==> config.mk <==
export PLATFORM = sky130hd
export DESIGN_NAME = axbg_burst_gen
export DESIGN_NICKNAME = d
export VERILOG_FILES = /design/src/rtl/axbg_pkg.sv /design/src/rtl/axbg_cmd_check.sv /design/src/rtl/axbg_addr_step.sv /design/src/rtl/axbg_lane_map.sv /design/src/rtl/axbg_burst_gen.sv
export SDC_FILE = /design/constraint.sdc
export NUM_CORES = 1
export LEC_CHECK = 0
export BUFFER_PORTS_ARGS = -buffer_cell sky130_fd_sc_hd__buf_2
export CAP_MARGIN = 0
export CORE_UTILIZATION = 30
export DETAILED_ROUTE_END_ITERATION = 8
export PLACE_DENSITY_LB_ADDON = 0.05
export SLEW_MARGIN = 20
export SYNTH_ARGS = -nofsm -noshare
export SYNTH_HDL_FRONTEND = slang
export SYNTH_HIERARCHICAL = 1
export SYNTH_SLANG_ARGS = --single-unit
==> constraint.sdc <==
create_clock -name clk -period 3.6 [get_ports clk]
set_input_delay 0.36 -clock clk [delete_from_list [all_inputs] [get_ports clk]]
set_output_delay 0.36 -clock clk [all_outputs]
set_load 0.05 [all_outputs]
==> src/rtl/axbg_pkg.sv <==
package axbg_pkg;

    localparam int SIZE_W = 3;
    localparam int LEN_W  = 4;

    typedef enum logic [1:0] {
        BURST_FIXED = 2'd0,
        BURST_INCR  = 2'd1,
        BURST_WRAP  = 2'd2,
        BURST_RSVD  = 2'd3
    } burst_e;

    typedef struct packed {
        logic [SIZE_W-1:0] size;
        logic [LEN_W-1:0]  len;
        burst_e            kind;
    } burst_ctl_t;

    // beat count of 2, 4, 8 or 16 -> length code is 2^k - 1 with k >= 1
    function automatic logic wrap_len_ok(input logic [LEN_W-1:0] len);
        logic [LEN_W:0] nxt;
        nxt = {1'b0, len} + {{LEN_W{1'b0}}, 1'b1};
        return (len != '0) && ((nxt & {1'b0, len}) == '0);
    endfunction

endpackage

==> src/rtl/axbg_cmd_check.sv <==
module axbg_cmd_check
    import axbg_pkg::*;
#(
    parameter int ADDR_W = 32,
    parameter int LANE_W = 3
) (
    input  logic [ADDR_W-1:0] addr,
    input  burst_ctl_t        ctl,
    output logic              bad
);
    logic [ADDR_W-1:0] size_mask;
    logic              size_bad;
    logic              wrap_bad;

    assign size_mask = ({{(ADDR_W-1){1'b0}}, 1'b1} << ctl.size) - {{(ADDR_W-1){1'b0}}, 1'b1};
    assign size_bad  = int'(ctl.size) > LANE_W;

    always_comb begin
        wrap_bad = 1'b0;
        if (ctl.kind == BURST_WRAP) begin
            wrap_bad = !wrap_len_ok(ctl.len) || ((addr & size_mask) != '0);
        end
    end

    assign bad = size_bad || wrap_bad || (ctl.kind == BURST_RSVD);
endmodule

==> src/rtl/axbg_addr_step.sv <==
module axbg_addr_step
    import axbg_pkg::*;
#(
    parameter int ADDR_W = 32
) (
    input  logic [ADDR_W-1:0] cur,
    input  logic [SIZE_W-1:0] size,
    input  burst_e            kind,
    input  logic [ADDR_W-1:0] win_mask,
    output logic [ADDR_W-1:0] nxt
);
    logic [ADDR_W-1:0] step;
    logic [ADDR_W-1:0] aligned;
    logic [ADDR_W-1:0] bumped;

    assign step    = {{(ADDR_W-1){1'b0}}, 1'b1} << size;
    assign aligned = cur & ~(step - {{(ADDR_W-1){1'b0}}, 1'b1});
    assign bumped  = aligned + step;

    always_comb begin
        unique case (kind)
            BURST_INCR: nxt = bumped;
            BURST_WRAP: nxt = (cur & ~win_mask) | (bumped & win_mask);
            default:    nxt = cur;
        endcase
    end
endmodule

==> src/rtl/axbg_lane_map.sv <==
module axbg_lane_map
    import axbg_pkg::*;
#(
    parameter int DATA_BYTES = 8,
    parameter int LANE_W     = 3
) (
    input  logic [LANE_W-1:0]     offs,
    input  logic [SIZE_W-1:0]     size,
    output logic [LANE_W-1:0]     lo,
    output logic [LANE_W-1:0]     hi,
    output logic [DATA_BYTES-1:0] strb
);
    logic [LANE_W:0]   span;
    logic [LANE_W-1:0] in_mask;
    logic [LANE_W-1:0] base;
    logic [LANE_W:0]   top;

    assign span    = (LANE_W+1)'(1) << size;
    assign in_mask = LANE_W'(span - (LANE_W+1)'(1));
    assign base    = offs & ~in_mask;
    assign top     = {1'b0, base} + span - (LANE_W+1)'(1);

    assign lo = offs;
    assign hi = top[LANE_W-1:0];

    for (genvar i = 0; i < DATA_BYTES; i++) begin : g_lane
        assign strb[i] = (i >= int'(lo)) && (i <= int'(hi));
    end
endmodule

==> src/rtl/axbg_burst_gen.sv <==
module axbg_burst_gen
    import axbg_pkg::*;
#(
    parameter int ADDR_W     = 32,
    parameter int DATA_BYTES = 8
) (
    input  logic                          clk,
    input  logic                          rst,
    input  logic                          cmd_valid,
    output logic                          cmd_ready,
    input  logic [ADDR_W-1:0]             cmd_addr,
    input  logic [2:0]                    cmd_size,
    input  logic [3:0]                    cmd_len,
    input  logic [1:0]                    cmd_burst,
    output logic                          cmd_err,
    output logic                          beat_valid,
    input  logic                          beat_ready,
    output logic [ADDR_W-1:0]             beat_addr,
    output logic [$clog2(DATA_BYTES)-1:0] beat_lo_lane,
    output logic [$clog2(DATA_BYTES)-1:0] beat_hi_lane,
    output logic [DATA_BYTES-1:0]         beat_strb,
    output logic                          beat_last
);
    localparam int LANE_W = $clog2(DATA_BYTES);

    burst_ctl_t        in_ctl;
    burst_ctl_t        ctl_q;
    logic              busy_q;
    logic              first_q;
    logic              err_q;
    logic [ADDR_W-1:0] cur_q;
    logic [ADDR_W-1:0] win_q;
    logic [LEN_W-1:0]  left_q;
    logic              bad;
    logic              take;
    logic              adv;
    logic              final_beat;
    logic [ADDR_W-1:0] nxt_addr;
    logic [ADDR_W-1:0] win_new;
    logic [ADDR_W-1:0] size_mask_q;

    assign in_ctl = '{size: cmd_size, len: cmd_len, kind: burst_e'(cmd_burst)};

    axbg_cmd_check #(.ADDR_W(ADDR_W), .LANE_W(LANE_W)) u_check (
        .addr (cmd_addr),
        .ctl  (in_ctl),
        .bad  (bad)
    );

    axbg_addr_step #(.ADDR_W(ADDR_W)) u_step (
        .cur      (cur_q),
        .size     (ctl_q.size),
        .kind     (ctl_q.kind),
        .win_mask (win_q),
        .nxt      (nxt_addr)
    );

    axbg_lane_map #(.DATA_BYTES(DATA_BYTES), .LANE_W(LANE_W)) u_lanes (
        .offs (cur_q[LANE_W-1:0]),
        .size (ctl_q.size),
        .lo   (beat_lo_lane),
        .hi   (beat_hi_lane),
        .strb (beat_strb)
    );

    assign final_beat = busy_q && (left_q == '0);
    assign adv        = busy_q && beat_ready;
    assign cmd_ready  = !busy_q || (beat_ready && final_beat);
    assign take       = cmd_valid && cmd_ready;

    // wrap window: total burst bytes minus one
    assign win_new = ((ADDR_W'(cmd_len) + ADDR_W'(1)) << cmd_size) - ADDR_W'(1);

    always_ff @(posedge clk) begin
        if (rst) begin
            busy_q  <= 1'b0;
            first_q <= 1'b0;
            err_q   <= 1'b0;
            cur_q   <= '0;
            win_q   <= '0;
            left_q  <= '0;
            ctl_q   <= '{size: '0, len: '0, kind: BURST_FIXED};
        end else begin
            err_q <= take && bad;
            if (take) begin
                busy_q <= !bad;
                if (!bad) begin
                    first_q <= 1'b1;
                    cur_q   <= cmd_addr;
                    win_q   <= win_new;
                    left_q  <= cmd_len;
                    ctl_q   <= in_ctl;
                end
            end else if (adv) begin
                if (final_beat) begin
                    busy_q <= 1'b0;
                end else begin
                    first_q <= 1'b0;
                    cur_q   <= nxt_addr;
                    left_q  <= left_q - LEN_W'(1);
                end
            end
        end
    end

    assign cmd_err    = err_q;
    assign beat_valid = busy_q;
    assign beat_addr  = cur_q;
    assign beat_last  = final_beat;

    assign size_mask_q = ({{(ADDR_W-1){1'b0}}, 1'b1} << ctl_q.size) - {{(ADDR_W-1){1'b0}}, 1'b1};


    idle_ready_chk: assert property (@(posedge clk) disable iff (rst)
        !beat_valid |-> cmd_ready);


    last_in_beat_chk: assert property (@(posedge clk) disable iff (rst)
        beat_last |-> beat_valid);


    later_aligned_chk: assert property (@(posedge clk) disable iff (rst)
        (beat_valid && !first_q && ctl_q.kind != BURST_FIXED) |-> ((beat_addr & size_mask_q) == '0));


    strb_span_chk: assert property (@(posedge clk) disable iff (rst)
        beat_valid |-> ($countones(beat_strb) == int'(beat_hi_lane) - int'(beat_lo_lane) + 1));


    err_quiet_chk: assert property (@(posedge clk) disable iff (rst)
        cmd_err |-> !beat_valid);


    stall_hold_chk: assert property (@(posedge clk) disable iff (rst)
        (beat_valid && !beat_ready) |=> (beat_valid && $stable(beat_addr) && $stable(beat_strb) && $stable(beat_last)));
endmodule

==> key figures <==
Run status
  • Status: finished clean

Yosys
  • Adder-Cell Fraction of Synth Area: 0.0329
  • Compound-gate portion of the synthesized area: 0.333
  • Yosys Warn Count: 6
  • Post-synth EDFFs: 0
  • Xor and xnor area share after synthesis: 0.0226
  • Cell count after synthesis: ~880
  • Largest cells by area after synthesis: dfxtp_1 (22%), nand2_1 (8.7%), nor2_1 (7.2%)
  • Most common cell in the synthesized netlist: nand2_1
  • Synth area leader: dfxtp_1
  • Post-synth ARST share: 0
  • Synth top area share: 0.217
  • Avg Synthesized Cell Area: 6.95 sq um
  • Synth Cell Area: between 0.006 and 0.007 sq mm
  • Simple-gate share of the synthesized area: 0.306
  • Largest family of logic cells by synthesized area: compound AO/OA/AOI/OAI gates
  • Unique masters post-synth: between 90 and 100
  • Register bit total from synthesis: 66
  • Ys flop type: dfxtp_1
  • Sequential fraction of the synthesis area: 0.217
  • Mux cell area share after synthesis: 0.00822
  • Top cells by count, synth: nand2_1 (142), nor2_1 (117), a21oi_1 (66), dfxtp_1 (66), o21ai_0 (48)
  • Post-Syn Nets: around 940

Global route
  • First-pass GRT wire length: about 36000 um
  • Met2 Track Usage GR: 0.337
  • Total global-route track usage: 0.230
  • Grt met3 use: 0.0414
  • Met1 Use GR: 0.343
  • GRT overflow: 0
  • GR peak layer: met1
  • Largest net degree at the start of global routing: 47
  • Vias in the first global route: roughly 6.1k
  • Initial antenna violation count: 0

Cells and area
  • Layout cell share with drive strength beyond 1: 0.192
  • Area Growth Syn to Fin: 17.1%
  • Final core occ: 0.363
  • Fin nets: a little over 1k
  • Diodes inserted: 0
  • Fill cell count: around 2.2k

Timing
  • Final worst-path cycle share: 0.916
  • Max Clock Freq: slightly above 0.3 GHz
  • Slew @ Worst Pin: around 1 ns
  • Setup TNS: 0 ns
  • Clk_skew: 0.0127 ns
  • Count of final hold-check violations: 0
  • Unrepaired setup endpoints after global routing: no
  • Max-slew headroom: 0.339
  • Setup-failing EPs final: 0
  • Final min period: roughly 3.3 ns
  • Fin. max-slew vios: 0

Critical path
  • Buf+Inv Stages, Crit Path: 2
  • Critical Path Sink Type: output port
  • Crit Path Category: reg -> out
  • CP arrival: slightly below 3 ns
  • Levels on crit path: 10
  • Crit-path slowest cell: or3b_1
  • Top Family by Delay on Critical Path: simple AND/OR/NAND/NOR gates
  • Critical-path cell list: buf_6, or3b_1, nor2_1, a21oi_1, ha_1, and3_1, a211oi_4, xor2_4, a221oi_2, buf_4
  • CP max FO: 16
  • CP startpoint kind: flip-flop
  • Critical Path RT: between 3 and 4 ns
  • Worst reg2reg path depth: 11
  • CP peak stage delay: roughly 0.45 ns

Pwr
  • Net switching power: roughly 1 mW
  • Overall Power: 2.48 mW
  • Clock share of power: 0.345
  • Power density over the cells: between 300 and 400 mW/mm^2
  • Sequential fraction of design power: 0.332
  • Switch share: 0.398
  • Leakage: approximately 2.6 nW
  • Comb power frac: 0.323
  • VDD IR max: between 0.0002 and 0.00025 V
  • Pint: between 1 and 1.5 mW

Clocking
  • PostCTS Resize Cnt: 0
  • Total CTS buffers: 9
  • Hold-fix buffers, CTS: 0
  • CTS tree: built
  • Clock Root Buffer: clkbuf_16
  • Skew-Pair Late Insertion Delay: roughly 0.35 ns
  • Sink Count: 66
  • Clock tree buffer depth: 2
  • Clk pin slew, worst setup/hold paths: around 0.07 ns
  • H-tree depth: 3
  • Post-CTS setup buffer count: 0

Floorplanning
  • Die height: ~140 um
  • Die width: about 140 um
  • DIE AREA: about 0.021 sq mm
  • Core ar.: 0.0197 sq mm
  • Site Rows: 51
  • Io pins: 95
  • Initial Util: 0.310

Detailed routing
  • Post-DRT Antenna Nets: 0
  • Residual DRC: 0
  • Routed WL: ~23000 um
  • DR pass1 iterations: 5
  • Vias: approximately 6.7k
  • Iteration-0 DRC count of the detailed router: ~460
  • DR vias/cell: between 5 and 6
  • Routed WL per cell: 19.0 um

Hold path
  • WHS Path Cells: 3
  • Hold crit path type: in -> reg

Place
  • RD Place Congestion: about 0.87
  • Hpwl dp: between 15000 and 20000 um
  • I/O Buffers: 94

Flow run
  • Max cap viols: 0
==> metal layers <==
metal | share of wire | vias to the layer above
li1 | - | 3362
met1 | 0.51 | 3192
met2 | 0.43 | 182
met3 | 0.056 | 12
met4 | 0.0085 | 0
met5 | 0 | -
==> tightest hold or removal path, stage by stage <==
cell     delay [ns]
buf_2          0.11
nand2_1        0.05
a21oi_1        0.05
==> registers in the layout, summed over array words and instances, names as in the netlist <==
| register | count |
|---|---|
| cmd_err | 1 |
| left_q | 4 |
| ctl_q | 5 |
| beat_valid | 1 |
| win_q | 23 |
| beat_addr | 32 |
==> area by class of cell <==
type	count	area [sq um]	share of cell area
Tap cell	265	332	0.0465
Timing Repair Buffer	130	764	0.107
Clock inverter	7	58.8	0.00824
Sequential cell	66	1320	0.185
Multi-Input combinational cell	710	4320	0.605
Clock buffer	9	225	0.0316
Inverter	31	116	0.0163
==> power groups by stage <==
stage	clock network, mW	registers (mW)	logic, mW
after detailed placement	0	0.840	0.788
final	0.857	0.824	0.801
after global placement	0	0.840	0.793
after floorplan	0	0.904	0.503
after global routing	0.919	0.831	0.872
after CTS	0.892	0.823	0.790
==> path summary, 6_finish.rpt <==
path / endpoint / startpoint / slack, ns
hold reg to reg: win_q[4] / win_q[4] / 0.47
setup / recovery: beat_strb[2] / ctl_q[6] / 0.30
hold / removal: ctl_q[1] / cmd_burst[1] / 0.26
setup reg to reg: beat_addr[28] / ctl_q[8] / 0.38
==> layout by cell type (no fill, tap or decap), types with 8 or more instances in the layout <==
master / synthesis / final
and3_1: 9 / 9
dfxtp_1: 66 / 65
and2_1: 8 / 8
a21oi_1: 66 / 66
ha_1: 16 / 16
xnor2_1: 8 / 8
nor3_1: 19 / 19
o21ai_0: 48 / 48
buf_4: 7 / 37
buf_2: 5 / 91
nand3_1: 19 / 19
nand2b_1: 14 / 14
nor2_1: 117 / 117
nand4_1: 8 / 8
a311oi_1: 37 / 37
o31ai_1: 8 / 8
nand2_1: 142 / 141
a211oi_1: 16 / 16
inv_1: 30 / 30
clkbuf_16: 0 / 9
o21a_1: 8 / 8
==> stage by stage <==
step	setup WS, ns	hold WS (ns)	std cells	area, sq um
after global routing	0.0328	0.256	1218	7140
after floorplan	-0.0705	0.441	877	6100
after CTS	0.188	0.243	1218	7110
after detailed placement	0.391	0.463	1202	6820
final	0.301	0.262	1218	7140
after global placement	0.421	0.457	1202	6820
==> logic make-up after synthesis <==
kind of cell    after synthesis
xor+xnor                     14
simple gates                394
mux                           5
flops                        66
buf+inv                     101
compound gates              281
fa+ha+maj                    16
(Power assumes the default switching activity.)
